===== src/rtl/cmd_screen_pkg.sv =====
package cmd_screen_pkg;

   localparam int OP_W       = 16;
   localparam int N_OUTCOMES = 5;

   typedef enum logic [2:0] {
      CL_PLAIN  = 3'd0,
      CL_BARS   = 3'd1,
      CL_EVENTS = 3'd2,
      CL_TRIG   = 3'd3,
      CL_LOAD   = 3'd4,
      CL_CTRL   = 3'd5,
      CL_NONE   = 3'd7
   } cmd_class_e;

   // value doubles as the index of the statistics counter
   typedef enum logic [2:0] {
      RS_OK     = 3'd0,
      RS_SIZE   = 3'd1,
      RS_OPCODE = 3'd2,
      RS_LIMIT  = 3'd3,
      RS_IDLE   = 3'd4
   } rej_reason_e;

   typedef struct packed {
      logic       known;
      cmd_class_e cls;
   } op_info_t;

   function automatic op_info_t op_lookup(input logic [OP_W-1:0] op);
      op_info_t r;
      r.known = 1'b1;
      case (op)
         16'h0204:          r.cls = CL_PLAIN;
         16'h020C:          r.cls = CL_BARS;
         16'h0211, 16'h0212: r.cls = CL_EVENTS;
         16'h0209, 16'h020A: r.cls = CL_TRIG;
         16'h002D:          r.cls = CL_LOAD;
         16'h0404, 16'hFF00: r.cls = CL_CTRL;
         default: begin
            r.known = 1'b0;
            r.cls   = CL_NONE;
         end
      endcase
      return r;
   endfunction

   function automatic logic is_call(input cmd_class_e c);
      return (c == CL_PLAIN) || (c == CL_BARS) || (c == CL_EVENTS);
   endfunction

endpackage


===== src/rtl/cmd_opdecode.sv =====
module cmd_opdecode
   import cmd_screen_pkg::*;
(
   input  logic [OP_W-1:0] opcode,
   output logic            known,
   output cmd_class_e      cls,
   output logic            call
);
   op_info_t info;

   always_comb begin
      info  = op_lookup(opcode);
      known = info.known;
      cls   = info.cls;
      call  = info.known && is_call(info.cls);
   end
endmodule


===== src/rtl/cmd_limit_chk.sv =====
module cmd_limit_chk
   import cmd_screen_pkg::*;
#(
   parameter int CNT_W     = 8,
   parameter int MAX_BARS  = 32,
   parameter int MAX_SIG   = 16,
   parameter int MAX_ORDER = 128
) (
   input  cmd_class_e       cls,
   input  logic             call,
   input  logic [CNT_W-1:0] bar_cnt,
   input  logic [CNT_W-1:0] sig_cnt,
   input  logic [CNT_W-1:0] wait_cnt,
   input  logic [CNT_W-1:0] order_cnt,
   input  logic [CNT_W-1:0] part_cnt,
   input  logic [CNT_W-1:0] max_parts,
   output logic             fields_ok
);
   localparam logic [CNT_W-1:0] BAR_LIM   = CNT_W'(MAX_BARS);
   localparam logic [CNT_W-1:0] SIG_LIM   = CNT_W'(MAX_SIG);
   localparam logic [CNT_W-1:0] ORDER_LIM = CNT_W'(MAX_ORDER);

   generate
      if (MAX_BARS >= (1 << CNT_W) || MAX_SIG >= (1 << CNT_W) ||
          MAX_ORDER >= (1 << CNT_W)) begin : g_bad_lim
         $error("cmd_limit_chk: a field limit does not fit CNT_W");
      end
   endgenerate

   logic [CNT_W:0] evt_sum;
   logic common_ok, bars_ok, evt_ok;

   always_comb begin
      evt_sum   = {1'b0, wait_cnt} + {1'b0, sig_cnt};
      common_ok = (order_cnt <= ORDER_LIM) && (part_cnt != '0) &&
                  (part_cnt < max_parts);
      bars_ok   = (cls != CL_BARS) || (bar_cnt <= BAR_LIM);
      evt_ok    = (cls != CL_EVENTS) ||
                  ((sig_cnt != '0) && (sig_cnt <= SIG_LIM) && (evt_sum != '0));
      fields_ok = !call || (common_ok && bars_ok && evt_ok);
   end
endmodule


===== src/rtl/stat_sat_ctr.sv =====
module stat_sat_ctr #(
   parameter int W = 16
) (
   input  logic         clk,
   input  logic         rst_n,
   input  logic         clr,
   input  logic         inc,
   output logic [W-1:0] q
);
   always_ff @(posedge clk) begin
      if (!rst_n)                 q <= '0;
      else if (clr)               q <= '0;
      else if (inc && (q != '1))  q <= q + 1'b1;
   end
endmodule


===== src/rtl/cmd_screen.sv =====
module cmd_screen
   import cmd_screen_pkg::*;
#(
   parameter int LEN_W     = 8,
   parameter int MAX_BYTES = 64,
   parameter int CNT_W     = 8,
   parameter int MAX_BARS  = 32,
   parameter int MAX_SIG   = 16,
   parameter int MAX_ORDER = 128,
   parameter int NSLOT     = 8,
   parameter int STAT_W    = 16,
   localparam int SLOT_W   = (NSLOT > 1) ? $clog2(NSLOT) : 1
) (
   input  logic              clk,
   input  logic              rst_n,
   input  logic              clr_cnt,
   input  logic              in_valid,
   output logic              in_ready,
   input  logic [15:0]       in_opcode,
   input  logic [LEN_W-1:0]  in_len,
   input  logic [CNT_W-1:0]  in_bar_cnt,
   input  logic [CNT_W-1:0]  in_sig_cnt,
   input  logic [CNT_W-1:0]  in_wait_cnt,
   input  logic [CNT_W-1:0]  in_order_cnt,
   input  logic [CNT_W-1:0]  in_part_cnt,
   input  logic [SLOT_W-1:0] in_slot,
   input  logic [CNT_W-1:0]  max_parts,
   input  logic [NSLOT-1:0]  proc_running,
   output logic              out_valid,
   output logic              out_accept,
   output logic [2:0]        out_class,
   output logic [2:0]        out_reason,
   output logic [STAT_W-1:0] cnt_accept,
   output logic [STAT_W-1:0] cnt_oversize,
   output logic [STAT_W-1:0] cnt_unsup,
   output logic [STAT_W-1:0] cnt_limit,
   output logic [STAT_W-1:0] cnt_idle
);
   localparam logic [LEN_W-1:0] LEN_LIM = LEN_W'(MAX_BYTES);

   generate
      if (MAX_BYTES <= 0 || MAX_BYTES >= (1 << LEN_W)) begin : g_bad_len
         $error("cmd_screen: MAX_BYTES must be in 1..2**LEN_W-1");
      end
      if (NSLOT < 2 || (1 << SLOT_W) != NSLOT) begin : g_bad_slot
         $error("cmd_screen: NSLOT must be a power of two, at least 2");
      end
      if (STAT_W < 2) begin : g_bad_stat
         $error("cmd_screen: STAT_W too small");
      end
   endgenerate

   // ---------------- combinational screening ----------------
   logic        known, call, fields_ok, hs, oversize, slot_idle;
   cmd_class_e  cls;
   rej_reason_e reason_d;

   cmd_opdecode u_dec (
      .opcode (in_opcode),
      .known  (known),
      .cls    (cls),
      .call   (call)
   );

   cmd_limit_chk #(
      .CNT_W     (CNT_W),
      .MAX_BARS  (MAX_BARS),
      .MAX_SIG   (MAX_SIG),
      .MAX_ORDER (MAX_ORDER)
   ) u_lim (
      .cls       (cls),
      .call      (call),
      .bar_cnt   (in_bar_cnt),
      .sig_cnt   (in_sig_cnt),
      .wait_cnt  (in_wait_cnt),
      .order_cnt (in_order_cnt),
      .part_cnt  (in_part_cnt),
      .max_parts (max_parts),
      .fields_ok (fields_ok)
   );

   always_comb begin
      hs        = in_valid && in_ready;
      oversize  = in_len > LEN_LIM;
      slot_idle = call && !proc_running[in_slot];
      if (oversize)        reason_d = RS_SIZE;
      else if (!known)     reason_d = RS_OPCODE;
      else if (!fields_ok) reason_d = RS_LIMIT;
      else if (slot_idle)  reason_d = RS_IDLE;
      else                 reason_d = RS_OK;
   end

   // ---------------- outcome register ----------------
   always_ff @(posedge clk) begin
      if (!rst_n) begin
         in_ready   <= 1'b0;
         out_valid  <= 1'b0;
         out_accept <= 1'b0;
         out_class  <= CL_NONE;
         out_reason <= RS_OK;
      end else begin
         in_ready  <= 1'b1;
         out_valid <= hs;
         if (hs) begin
            out_accept <= (reason_d == RS_OK);
            out_class  <= (reason_d == RS_OK) ? cls : CL_NONE;
            out_reason <= reason_d;
         end
      end
   end

   // ---------------- outcome statistics ----------------
   logic [STAT_W-1:0] stat [N_OUTCOMES];

   for (genvar g = 0; g < N_OUTCOMES; g++) begin : g_stat
      stat_sat_ctr #(.W(STAT_W)) u_ctr (
         .clk   (clk),
         .rst_n (rst_n),
         .clr   (clr_cnt),
         .inc   (hs && (reason_d == rej_reason_e'(g))),
         .q     (stat[g])
      );
   end

   assign cnt_accept   = stat[RS_OK];
   assign cnt_oversize = stat[RS_SIZE];
   assign cnt_unsup    = stat[RS_OPCODE];
   assign cnt_limit    = stat[RS_LIMIT];
   assign cnt_idle     = stat[RS_IDLE];
endmodule


===== config.mk =====
export PLATFORM = sky130hd
export DESIGN_NAME = cmd_screen
export DESIGN_NICKNAME = d
export VERILOG_FILES = /design/src/rtl/cmd_screen_pkg.sv /design/src/rtl/cmd_opdecode.sv /design/src/rtl/cmd_limit_chk.sv /design/src/rtl/stat_sat_ctr.sv /design/src/rtl/cmd_screen.sv
export SDC_FILE = /design/constraint.sdc
export NUM_CORES = 1
export LEC_CHECK = 0
export ABC_CLOCK_PERIOD_IN_PS = 4150
export BUFFER_PORTS_ARGS = -buffer_cell sky130_fd_sc_hd__buf_4
export CELL_PAD_IN_SITES_DETAIL_PLACEMENT = 0
export CELL_PAD_IN_SITES_GLOBAL_PLACEMENT = 2
export CORE_MARGIN = 10
export CORE_UTILIZATION = 29
export CTS_CLUSTER_SIZE = 8
export DETAILED_ROUTE_END_ITERATION = 7
export PLACE_DENSITY_LB_ADDON = 0.1
export SLEW_MARGIN = 5
export SYNTH_ARGS = -nofsm -noshare
export SYNTH_HDL_FRONTEND = slang
export SYNTH_SLANG_ARGS = --single-unit

===== constraint.sdc =====
create_clock -name clk -period 4.15 [get_ports clk]
set_input_delay 0 -clock clk [delete_from_list [all_inputs] [get_ports clk]]
set_output_delay 0 -clock clk [all_outputs]
set_load 0.02 [all_outputs]

# ---- Word level (Yosys, flattened, before mapping)
# Cells that the tools add are included.
dict set report totals {
  ff_bits 89
  mem_bits_ro 0
  latch_bits 0
  mem_bits_rw 0
  n_memories 0
  word_cells 91
}
dict set report op_classes {
  reduce_logical 36
  magnitude_cmp 6
  mul 0
  n_div 0
  shifts 0
  add_sub_neg 6
  n_mux 10
  n_bitwise 1
  eq_ne 22
}
# operator n
set ops {}
lappend ops {{$eq A16 B10 Y1 const B} 6}
lappend ops {{$add A16 B1 Y16 const B} 5}
lappend ops {{$ne A16 B16 Y1 const B} 5}
lappend ops {{$logic_and A1 B1 Y1} 19}
lappend ops {{$pmux W3 S6} 1}
lappend ops {{$eq A16 B11 Y1 const B} 1}
lappend ops {{$eq A16 B16 Y1 const B} 1}
lappend ops {{$eq A16 B6 Y1 const B} 1}
lappend ops {{$reduce_bool A8 Y1} 2}
lappend ops {{$mux W3} 5}
lappend ops {{$add A8 B8 Y9} 1}
lappend ops {{$eq A3 B2 Y1 const B} 3}
lappend ops {{$reduce_bool A9 Y1} 1}
lappend ops {{$reduce_or A9 Y1} 1}
lappend ops {{$gt A8 B7 Y1 const B} 1}
lappend ops {{$le A8 B5 Y1 const B} 1}
lappend ops {{$le A8 B6 Y1 const B} 1}
lappend ops {{$le A8 B8 Y1 const B} 1}
lappend ops {{$lt A8 B8 Y1} 1}
lappend ops {{$reduce_or A2 Y1} 4}
lappend ops {{$eq A3 B1 Y1 const B} 2}
lappend ops {{$logic_not A3 Y1} 2}
lappend ops {{$logic_or A1 B1 Y1} 5}
lappend ops {{$lt A3 B4 Y1 const B} 1}
lappend ops {{7 further kinds} 10}

# ---- Logic depth before layout (Yosys ltp)
# Gate-level depths: netlist (run 1).
dict set report logic_depth {
  depth_word 15
  depth_mapped 12
}

# ---- Modules after synthesis
# Synthesis (run 1) repeated with hierarchy kept, for this count alone.
dict set report hier_totals {
  cells_unflattened 614
  hier_area_um2 5630.4
}
# mod n_inst seq_area_each_um2 cells_each area_each_um2
set by_module_without_submodules {}
lappend by_module_without_submodules {stat_sat_ctr 5 320.3 91 864.6}
lappend by_module_without_submodules {cmd_limit_chk 1 0.0 76 594.3}
lappend by_module_without_submodules {cmd_screen 1 180.2 46 436.7}
lappend by_module_without_submodules {cmd_opdecode 1 0.0 37 276.5}

# ---- Least setup slack after synthesis (run 1)
# OpenSTA, ideal clock, no wires.
dict set report synth_timing {
  kind {input to register}
  start {input in_opcode[8]}
  end {register g_stat[3].u_ctr.q[14]}
  required_time_ps 4080
  arrival_ps 3011
  path_slack_ps 1069
  path_stages 9
  setup_ps 70
  cell_sequence {or4_4 or4b_4 or2_0 or3_1 a2111oi_4 o2111ai_4 buf_6 or3_1 a21oi_1}
}
dict set report synth_via {
  elab_chain_cells 15
  elab_cells_between_ends 37
  classes_between {eq/ne: 14; mux: 6; reduce/logical: 17}
}
# item line_no
set synth_lines {}
lappend synth_lines {{start: declaration} cmd_screen.sv:19} ;# input logic [15:0] in_opcode,
lappend synth_lines {{$eq A16 B11 Y1 (tied with other cells)} cmd_screen_pkg.sv:33} ;# case (op)
lappend synth_lines {{$reduce_or A2 Y1} --}
lappend synth_lines {{$pmux W3 S6} cmd_screen_pkg.sv:33}
lappend synth_lines {{$eq A3 B1 Y1 or $logic_not A3 Y1 (tied branches)} cmd_screen_pkg.sv:49} ;# return (c == CL_PLAIN) || (c == CL_BARS) || (c == CL_EVENTS);
lappend synth_lines {{$logic_or A1 B1 Y1 (2 in series)} cmd_screen_pkg.sv:49}
lappend synth_lines {{$logic_and A1 B1 Y1} cmd_opdecode.sv:15} ;# call = info.known && is_call(info.cls);
lappend synth_lines {{$logic_and A1 B1 Y1 or $logic_not A1 Y1 (tied branches)} {cmd_screen.sv:85, cmd_limit_chk.sv:40}}
lappend synth_lines {{$mux W3 or $logic_or A1 B1 Y1 (tied branches)} {cmd_screen.sv:89, cmd_limit_chk.sv:40}}
lappend synth_lines {{$mux W3} cmd_screen.sv:88} ;# else if (!fields_ok) reason_d = RS_LIMIT;
lappend synth_lines {{$mux W3 *} cmd_screen.sv:87} ;# else if (!known) reason_d = RS_OPCODE;
lappend synth_lines {{$mux W3 *} cmd_screen.sv:86} ;# if (oversize) reason_d = RS_SIZE;
lappend synth_lines {{$eq A3 B2 Y1 *} cmd_screen.sv:120} ;# .inc (hs && (reason_d == rej_reason_e'(g))),
lappend synth_lines {{$logic_and A1 B1 Y1 *} cmd_screen.sv:120}
lappend synth_lines {{$logic_and A1 B1 Y1 *} stat_sat_ctr.sv:13} ;# else if (inc && (q != '1)) q <= q + 1'b1;
lappend synth_lines {{end signal: assignment} stat_sat_ctr.sv:13}
lappend synth_lines {{end: declaration} stat_sat_ctr.sv:8} ;# output logic [W-1:0] q
# Every way passes the cells marked *; elsewhere a longest branch is shown, timed or not.
# A chain may end at the register's enable or synchronous reset.

# ---- Final worst setup path (run 1)
dict set report layout_timing {
  start {input in_len[1]}
  end {register g_stat[4].u_ctr.q[4]}
}
dict set report layout_via {
  elab_chain_cells 5
}
# item line_no
set layout_lines {}
lappend layout_lines {{start: declaration} cmd_screen.sv:20} ;# input logic [LEN_W-1:0] in_len,
lappend layout_lines {{$gt A8 B7 Y1} cmd_screen.sv:84} ;# oversize = in_len > LEN_LIM;
lappend layout_lines {{$mux W3} cmd_screen.sv:86}
lappend layout_lines {{$eq A3 B3 Y1} cmd_screen.sv:120}
lappend layout_lines {{$logic_and A1 B1 Y1} cmd_screen.sv:120}
lappend layout_lines {{$logic_and A1 B1 Y1} stat_sat_ctr.sv:13}
lappend layout_lines {{end signal: assignment} stat_sat_ctr.sv:13}
lappend layout_lines {{end: declaration} stat_sat_ctr.sv:8}
# Every way passes these cells.

==> reports/metrics.yaml, run 1 <==
status: "complete, no violations"
first_pass_iters: 4
cts_resized: 0
p_per_area_nw_per_um2: 265
crit_path_top_delay_cell: "or4b_1"
yosysWarningCount: 0
cp-end-kind: "flip-flop"
drive_above_1_share: 0.250
synthSimpleGateAreaFrac: 0.319
synth_largest_area_cell: "dfxtp_1"
routabilityCongestion: 0.881
ant_nets: 0
layout_commonest_cell: "buf_4"
port-buffer-count: 175
synth_area_per_cell_um2: 8.14
setup_viol_count_final: 0
r2r_slack_ps: 1170
cts_max_level: 3
synth_fa_ha_area_frac: 0.0516
routedWlPerCell_um: 17.3
worstPathMaxFanout: 7
ir_drop_uv: 173
async_flop_share: 0
dp_hpwl_um: 14200
fp-row-count: 49
hold_path_class: "primary input to flip-flop"
instances_no_fill: 1046
die_x_um: 154
crit_type: "primary input to flip-flop"
cellLeakagePower_nw: 2.71
finalHoldViolCount: 0
die_h_um: 154
grt.total_usage: 0.146
final_cell_mix: "buf_4 (182), dfxtp_1 (89), a21oi_1 (52), nor2_1 (48), nand2_1 (43)"
viasPerCell: 5.19
drtIter0Drc: 218
synth_ff_type: "dfxtp_1"
syn_area_um2: 5240
worstSetupStartpointType: "primary input"
drv_slew: 0
dieArea_um2: 23900
cap_viol_max_count: 0
antenna_found_initial: 0
cp_data_required_time_ps: 4420
period_needed_ps: 3200
clock_skew_ps: 4.29
tightest_slew_ps: 1100
grt-ovfl-total: 0
cts_max_path_buffers: 2
clkSinkCount: 89
synth-xor-area-share: 0.0535
clock_latency_ps: 340
placedCellCount: 1029
coreArea_um2: 17900
muxShareOfSynthArea: 0.0222
numCtsBuffers: 9
cts_tree: "done"
synth_compound_area_frac: 0.178
initial_core_util: 0.293
ys_ff_latch: 89
grt_pass1_vias: 5331
p_total_w: 0.00188
cp_top_family: "simple AND/OR/NAND/NOR gates"
slew-limit-headroom: 0.268
layout.nets: 921
cp_cell_sequence: "buf_4 > or4_1 > o31a_1 > a2111oi_0 > buf_4 > nand2_1 > a2111oi_0 > or4b_1 > or3_1 > a21oi_1"
vias: 5429
slowest_delay_ps: 620
nFillCells: 1851
fin_crit_sh: 0.770
pin_count: 176
rsz0062_at_grt: "no"
worstPathArrival_ps: 3460
wirelength_um: 18100
max_clock_freq_ghz: 0.313
synth_area_leaders: "dfxtp_1 (34%), a21oi_1 (5.0%), ha_1 (4.8%), xor2_1 (4.3%), o21ai_0 (3.9%)"
yosysSeqAreaShare: 0.340
clkSlewWorstSetupHoldPaths_ps: 60
synth_top_family_by_area: "simple AND/OR/NAND/NOR gates"
hold-worst-slack_ps: 109
areaGrowthSynthToFinish_pct: 35.4
num_antenna_cells: 0
tns_ps: 0
synth_cells: 644
ys_types: 63
cp_num_buf_inv: 2
grt_max_degree: 57
root_buffer: "clkbuf_16"
drc: 0
post-synth-top-area-fraction: 0.340
grt_pass1_wl_um: 29000
synth-edff-count: 0
syn_nets: 752
[worst register-to-register path, stage by stage (launching register included)]
cell and delay [ps]:
dfxtp_1 350, nand2_1 170, or3_1 470, a211oi_1 380
o211ai_1 450, or4_1 630, or3_1 320, a21oi_1 140
[power breakdown]
part	internal, W	total [W]	switching, W
logic	0.000102	0.000202	0.000100
registers	0.000856	0.000858	0.00000183
clock network	0.000482	0.000819	0.000337
total	0.00144	0.00188	0.000439
[kinds of logic after synthesis]
| group | count (synthesis) |
|---|---|
| buf+inv | 47 |
| xor+xnor | 32 |
| flops | 89 |
| mux | 9 |
| compound gates | 147 |
| simple gates | 299 |
| fa+ha+maj | 21 |
[cell usage after synthesis (all sizes together), types with 8 or more instances]
cell,instances
dfxtp,89
nand2b,8
xor2,26
clkbuf,19
nand3,39
or3,27
nor3,13
a21oi,53
ha,20
nor2b,9
nor4,11
o31ai,12
nand2,43
and2,8
or4,19
and3,20
nand4,28
o21ai,41
nor2,48
inv,21
[registers in the layout (all words and copies together), names as in the netlist]
name	count
out_valid	1
in_ready	1
out_accept	1
out_class	3
out_reason	3
g_stat.u_ctr.q	80
[final cells by class]
| class | instances | area, um^2 | share of cell area |
|---|---|---|---|
| multi-input combinational | 508 | 3270 | 0.461 |
| sequential | 89 | 1780 | 0.251 |
| timing repair buffer | 184 | 1390 | 0.195 |
| tap | 229 | 287 | 0.0404 |
| clock buffer | 13 | 250 | 0.0353 |
| inverter | 21 | 78.8 | 0.0111 |
| clock inverter | 2 | 38.8 | 0.00547 |
[worst paths after layout]
path / start / end / cells past startpoint
worst min register to register: g_stat[4].u_ctr.q[14] / g_stat[4].u_ctr.q[14] / 2
worst max register to register: in_ready / g_stat[0].u_ctr.q[15] / 7
worst max-delay path: in_len[1] / g_stat[4].u_ctr.q[4] / 10
worst min-delay path: in_len[7] / out_reason[0] / 4
[metrics by stage]
step | cell area (um^2) | setup WS (ps) | utilization
after floorplan | 5240 | 1070 | -
after global placement | 6790 | 628 | 0.379
after detailed placement | 6790 | 536 | 0.379
after CTS | 7100 | 841 | 0.396
after global routing | 7100 | 680 | 0.396
final | 7100 | 954 | 0.396
[layer usage]
metal	GRT usage	wire, um	vias up
met5	0	0	-
met4	0.0297	122	0
met3	0.0491	1540	6
met2	0.234	8180	169
met1	0.187	8270	2496
li1	-	-	2758
[timing repair]
| item | in CTS | in global routing |
|---|---|---|
| buffers inserted | 0 | 0 |
| hold buffers | 2 | 0 |
| hold endpoints to repair | 9 | 0 |
(Power assumes the default switching activity.)
==> run 2, diff against run 1 <==
--- a/config.mk
+++ b/config.mk
@@ -5,12 +5,13 @@
 export SDC_FILE = /design/constraint.sdc
 export NUM_CORES = 1
 export LEC_CHECK = 0
-export ABC_CLOCK_PERIOD_IN_PS = 4150
+export ABC_AREA = 1
+export ABC_CLOCK_PERIOD_IN_PS = 3300
 export BUFFER_PORTS_ARGS = -buffer_cell sky130_fd_sc_hd__buf_4
 export CELL_PAD_IN_SITES_DETAIL_PLACEMENT = 0
 export CELL_PAD_IN_SITES_GLOBAL_PLACEMENT = 2
 export CORE_MARGIN = 10
-export CORE_UTILIZATION = 29
+export CORE_UTILIZATION = 27
 export CTS_CLUSTER_SIZE = 8
 export DETAILED_ROUTE_END_ITERATION = 7
 export PLACE_DENSITY_LB_ADDON = 0.1
==> constraint.sdc (replaced) <==
create_clock -name clk -period 3.3 [get_ports clk]
set_input_delay 0 -clock clk [delete_from_list [all_inputs] [get_ports clk]]
set_output_delay 0 -clock clk [all_outputs]
set_load 0.02 [all_outputs]
==> run 2 against run 1 <==
Setup slack better by 23 ps. Register-to-register slack worse by 90 ps. Via count up 13%. Clock skew up 9.1 ps. Non-clock buffer count down 3. Synthesized cell count up 40%. First-iteration DRC count up 30%. Power up 28%. Area after synthesis up 11%. Sequential share of layout area down 2.0 points. Final cell count up 30%. Critical path depth up 9. Largest power group unchanged. Highest routed layer unchanged.
==> reports/metrics.yaml, run 2 <==
synth_cells: 902
r2r_slack_ps: 1080
layout.nets: 1187
grt.total_usage: 0.134
numCtsBuffers: 9
cts_tree: "done"
p_per_area_nw_per_um2: 312
synth_top_family_by_area: "simple AND/OR/NAND/NOR gates"
post-route-util: 0.366
setup_viol_count_final: 0
routabilityCongestion: 0.770
muxShareOfSynthArea: 0
async_flop_share: 0
yosysSeqAreaShare: 0.307
synth_area_per_cell_um2: 6.43
vias: 6135
rsz0062_at_grt: "no"
ant_nets: 0
dieArea_um2: 27700
hold_start: "in_valid"
cp_data_required_time_ps: 3540
clkSinkCount: 89
cp_common_cell: "nand2_1"
slowest_delay_ps: 460
num_antenna_cells: 0
grt_max_degree: 41
drive_above_1_share: 0.223
worstHoldPathCells: 3
synth_area_leaders: "dfxtp_1 (31%), nand2_1 (11%), inv_1 (8.7%), nor2_1 (8.7%), nand3_1 (6.5%)"
pin_count: 176
viasPerCell: 4.51
tns_ps: 0
final_cell_mix: "buf_4 (180), nand2_1 (177), inv_1 (135), nor2_1 (133), dfxtp_1 (89)"
die_x_um: 167
layout_commonest_cell: "buf_4"
period_needed_ps: 2320
status: "complete, no violations"
antenna_found_initial: 0
drtIter0Drc: 283
synth_largest_area_cell: "dfxtp_1"
r2r_start: "g_stat[1].u_ctr.q[7]"
synth_fa_ha_area_frac: 0.0466
drv_slew: 0
synth-edff-count: 0
reg_top3: "g_stat.u_ctr.q (80), out_class (3), out_reason (3)"
initial_core_util: 0.275
routedWlPerCell_um: 13.9
r2r_end: "g_stat[1].u_ctr.q[11]"
ir_drop_uv: 277
first_pass_iters: 4
clock_skew_ps: 13.4
synth_compound_area_frac: 0.110
max_clock_freq_ghz: 0.431
post-synth-top-area-fraction: 0.307
worstPathMaxFanout: 23
coreArea_um2: 21100
drc: 0
synth_most_common_cell: "nand2_1"
ys_ff_latch: 89
worstSetupStartpointType: "primary input"
largest_register: "g_stat.u_ctr.q"
cp-end-kind: "flip-flop"
dp_hpwl_um: 15100
r2r_cells: 14
cap_viol_max_count: 0
hold_path_class: "primary input to flip-flop"
cellLeakagePower_nw: 3.25
synthSimpleGateAreaFrac: 0.405
synth-xor-area-share: 0.0242
die_h_um: 167
yosysWarningCount: 0
root_buffer: "clkbuf_16"
crit_path_top_delay_cell: "nor2_4"
cp_num_buf_inv: 1
worstPathArrival_ps: 2560
finalHoldViolCount: 0
clkSlewWorstSetupHoldPaths_ps: 70
syn_area_um2: 5800
min_to: "out_valid"
crit_type: "primary input to flip-flop"
largest_register_ffs: 80
cts_max_level: 3
grt_pass1_wl_um: 31200
fin_crit_sh: 0.704
syn_nets: 1010
cts_max_path_buffers: 2
ys_types: 42
tightest_slew_ps: 687
cp_cell_sequence: "buf_4 > ha_1 > fa_1 > nor2_1 > nand2_1 > nor2_1 > nand2_1 > nor2_1 > nand2_1 > nor2_1 > nand3_1 > nand2_1 > nand2_2 > nand3_1 > nand2_1 > nor2_4 > nand2_1 > o21ai_0 > nor2_1"
areaGrowthSynthToFinish_pct: 33.0
fp-row-count: 53
cts_setup_buffers: 0
clock_latency_ps: 350
grt-ovfl-total: 0
slew-limit-headroom: 0.537
cp_top_family: "simple AND/OR/NAND/NOR gates"
ys_top_cells_by_count: "nand2_1 (177), inv_1 (135), nor2_1 (134), dfxtp_1 (89), nand3_1 (75)"
wirelength_um: 18900
grt_pass1_vias: 6018
hold-worst-slack_ps: 74.6
synth_ff_type: "dfxtp_1"
port-buffer-count: 175
-- run 2: cell type report --
| type | instances | area, um^2 |
|---|---|---|
| Timing Repair Buffer | 181 | 1360 |
| Clock buffer | 9 | 225 |
| Inverter | 141 | 529 |
| Multi-Input combinational cell | 657 | 3400 |
| Sequential cell | 89 | 1780 |
| Fill cell | 2344 | 13400 |
| Clock inverter | 7 | 71.3 |
| Tap cell | 275 | 344 |
-- run 2: metal layers --
| layer | vias up | global-route usage | wire, um |
|---|---|---|---|
| met5 | - | 0 | 0 |
| met4 | 0 | 0.0244 | 146 |
| met3 | 8 | 0.0372 | 869 |
| met2 | 115 | 0.219 | 8620 |
| met1 | 2712 | 0.173 | 9310 |
| li1 | 3300 | - | - |
-- run 2: cell families after synthesis --
family	after synthesis
AND/OR/NAND/NOR	503
adder cells (fa/ha/maj)	21
AO/OA/AOI/OAI	117
XOR/XNOR	16
flip-flops	89
buffers and inverters	156
-- run 2: worst min-delay path, stage by stage --
cell,delay [ps]
buf_4,80
nand2_1,180
nor2_1,130
-- run 2: worst max path at each step --
stage	depth (start not counted)	slack, ps	start	end
2_1_floorplan	21	1160	in_sig_cnt[0]	g_stat[3].u_ctr.q[9]
3_3_place_gp	19	600	in_sig_cnt[0]	g_stat[0].u_ctr.q[1]
3_5_place_dp	19	570	in_sig_cnt[0]	g_stat[0].u_ctr.q[1]
4_1_cts	19	950	in_sig_cnt[0]	g_stat[0].u_ctr.q[1]
5_1_grt	14	600	g_stat[1].u_ctr.q[7]	g_stat[1].u_ctr.q[11]
6_report	19	980	in_sig_cnt[0]	g_stat[0].u_ctr.q[1]
-- run 2: per-stage QoR --
stage	power, W	setup slack (ps)	area [um^2]	instances
floorplan	0.00125	1160	5800	902
global placement	0.00138	603	7410	1342
CTS	0.00246	948	7710	1359
finish	0.00240	977	7710	1359
detailed placement	0.00138	574	7410	1342
global route	0.00253	600	7710	1359
-- run 2: repair_timing --
| action | 4_1_cts | 5_1_grt |
|---|---|---|
| hold buffers | 1 | 0 |
| gates resized for setup | 0 | 0 |
| hold endpoints to repair | 5 | 0 |
| setup endpoints to repair | 0 | 0 |
-- run 2: report_power, final --
group          switching (W)  internal [W]
combinational       0.000147      0.000128
sequential        0.00000201       0.00108
clock               0.000517      0.000534
total               0.000666       0.00174
==> run 3, diff against run 2 <==
--- a/config.mk
+++ b/config.mk
@@ -6,12 +6,12 @@
 export NUM_CORES = 1
 export LEC_CHECK = 0
 export ABC_AREA = 1
-export ABC_CLOCK_PERIOD_IN_PS = 3300
+export ABC_CLOCK_PERIOD_IN_PS = 2000
 export BUFFER_PORTS_ARGS = -buffer_cell sky130_fd_sc_hd__buf_4
 export CELL_PAD_IN_SITES_DETAIL_PLACEMENT = 0
 export CELL_PAD_IN_SITES_GLOBAL_PLACEMENT = 2
 export CORE_MARGIN = 10
-export CORE_UTILIZATION = 27
+export CORE_UTILIZATION = 24
 export CTS_CLUSTER_SIZE = 8
 export DETAILED_ROUTE_END_ITERATION = 7
 export PLACE_DENSITY_LB_ADDON = 0.1
==> constraint.sdc (replaced) <==
create_clock -name clk -period 2 [get_ports clk]
set_input_delay 0 -clock clk [delete_from_list [all_inputs] [get_ports clk]]
set_output_delay 0 -clock clk [all_outputs]
set_load 0.02 [all_outputs]
==> run 3 against run 2 <==
Register-to-register slack lost 1100 ps. Flip-flop and latch count is the same. Cell area grew 15%. Clock power rose by 70%. Hold slack got worse by 13 ps. Combinational power grew 94%. Die area rose by 11%. Core utilization is 1.1 points higher. Power rose by 71%. Largest cell class unchanged.
==> reports/metrics.yaml, run 3 (synthesized netlist as in run 2, its figures left out) <==
busiest_layer: "met2"
grt-ovfl-total: 0
clock_skew_ps: 10.1
worstPathMaxFanout: 13
clkSlewWorstSetupHoldPaths_ps: 70
finalHoldViolCount: 0
cap_viol_max_count: 0
numCtsBuffers: 9
nFillCells: 2601
port-buffer-count: 175
grt_pass1_wl_um: 33900
switching_power_w: 0.00105
num_antenna_cells: 0
drive_above_1_share: 0.338
grt_max_degree: 41
cts_tree: "done"
routedWlPerCell_um: 13.8
worstPathArrival_ps: 2230
slew-limit-headroom: 0.660
first_pass_iters: 4
grtUsageMet2: 0.235
dp_hpwl_um: 16600
power_frac_comb: 0.130
p_int_w: 0.00306
r2r_cells: 10
cp_data_required_time_ps: 2240
fin_crit_sh: 0.991
viasPerCell: 4.32
period_needed_ps: 1980
cts_max_path_buffers: 2
met1_usage: 0.160
r2r_end: "g_stat[4].u_ctr.q[9]"
drv_slew: 0
ant_nets: 0
vias: 6466
post-route-util: 0.377
r2r_start: "g_stat[4].u_ctr.q[1]"
hold_path_class: "primary input to flip-flop"
antenna_found_initial: 0
fp-row-count: 56
wirelength_um: 20700
routabilityCongestion: 0.784
ir_drop_uv: 347
layout.nets: 1282
dieArea_um2: 30800
status: "complete, no violations"
largest_register_ffs: 80
seqPwrFrac: 0.434
r2r_slack_ps: 20
setup_viol_count_final: 0
sw_frac_of_total: 0.255
startpoint: "g_stat[4].u_ctr.q[1]"
crit_type: "flip-flop to flip-flop"
initial_core_util: 0.246
worstSetupStartpointType: "flip-flop"
clkSinkCount: 89
clock_latency_ps: 350
cts_max_level: 3
grt_pass1_vias: 6562
placedCellCount: 1467
hold_start: "in_valid"
p_per_area_nw_per_um2: 461
min_to: "out_valid"
p_clk_frac: 0.436
tightest_slew_ps: 506
layout_commonest_cell: "buf_4"
cellLeakagePower_nw: 3.84
die_h_um: 175
grtUsageMet3: 0.0350
root_buffer: "clkbuf_16"
areaGrowthSynthToFinish_pct: 53.6
drc: 0
rsz0062_at_grt: "yes"
worstHoldPathCells: 4
pin_count: 176
grt.total_usage: 0.134
max_clock_freq_ghz: 0.505
largest_register: "g_stat.u_ctr.q"
reg_top3: "g_stat.u_ctr.q (80), out_class (3), out_reason (3)"
instances_no_fill: 1498
cp-end-kind: "flip-flop"
coreArea_um2: 23600
die_x_um: 175
final_cell_mix: "buf_4 (260), nand2_1 (163), inv_1 (131), nor2_1 (125), dfxtp_1 (84)"
drtIter0Drc: 202
-- run 3: cell types whose count changed in the layout (fill, tap and decap cells not counted), moves of 6 or more --
cell     previous run  this run
buf_4             180       260
nand2_1           177       163
nand2_2            10        21
buf_6               0        10
o21ai_0            33        23
nor2_1            133       125
nor3_1             29        22
nand3_1            75        69
nand3_2             5        11
nor2_4              8        14
o21ai_1             5        11
-- run 3: worst max-delay path by stage --
stage | cells after the start | slack, ps | end
final | 10 | 20 | g_stat[4].u_ctr.q[9]
after global routing | 22 | -290 | g_stat[3].u_ctr.q[2]
after CTS | 21 | -40 | g_stat[3].u_ctr.q[12]
after detailed placement | 21 | -470 | g_stat[3].u_ctr.q[3]
after global placement | 21 | -440 | g_stat[3].u_ctr.q[2]
after floorplan | 21 | -90 | g_stat[3].u_ctr.q[9]
-- run 3: final cells by class --
cell class / count / area [um^2] / share of cell area
Timing Repair Buffer: 275 / 2150 / 0.242
Clock inverter: 5 / 63.8 / 0.00716
Multi-Input combinational cell: 658 / 3730 / 0.419
Sequential cell: 89 / 1790 / 0.201
Tap cell: 319 / 399 / 0.0448
Clock buffer: 11 / 243 / 0.0272
Inverter: 141 / 529 / 0.0594
-- run 3: power by group through the flow --
stage               clock network, W  registers [W]  logic, W
floorplan                          0        0.00183  0.000230
global placement                   0        0.00182  0.000524
detailed placement                 0        0.00182  0.000522
CTS                          0.00187        0.00178  0.000526
global route                 0.00194        0.00178  0.000611
finish                       0.00179        0.00178  0.000534
-- run 3: through the flow --
step	hold slack (ps)	setup TNS [ps]	power [W]	instance area [um^2]	worst slack, ps
finish	61.2	0	0.00411	8910	18.9
global route	91.3	-9580	0.00433	8910	-292
CTS	61.7	-46.8	0.00418	8510	-43.2
detailed placement	159	-16650	0.00234	8160	-469
global placement	164	-15950	0.00235	8160	-436
floorplan	27.7	-606	0.00206	5840	-93.2
-- run 3: repair_timing --
| action | CTS | global route |
|---|---|---|
| hold endpoints to repair | 5 | 0 |
| gates resized for setup | 7 | 85 |
| hold buffers | 1 | 0 |
| pin swaps | 1 | 26 |
| cloned | 1 | 0 |
| setup endpoints to repair | 14 | 66 |
| buffers inserted | 0 | 13 |
-- run 3: critical path: stages, from the launching register on --
cell and delay, ps:
dfxtp_1 400, ha_1 240, nand3_1 150, nor4_2 260, nand3_1 200, inv_1 140
nor2_4 50, buf_12 150, buf_4 140, a21oi_4 100, nor2_1 50
-- run 3: metal layers --
layer / vias up / part of all wire
li1: 3480 / -
met1: 2885 / 0.45
met2: 91 / 0.50
met3: 10 / 0.045
met4: 0 / 0.0077
met5: - / 0
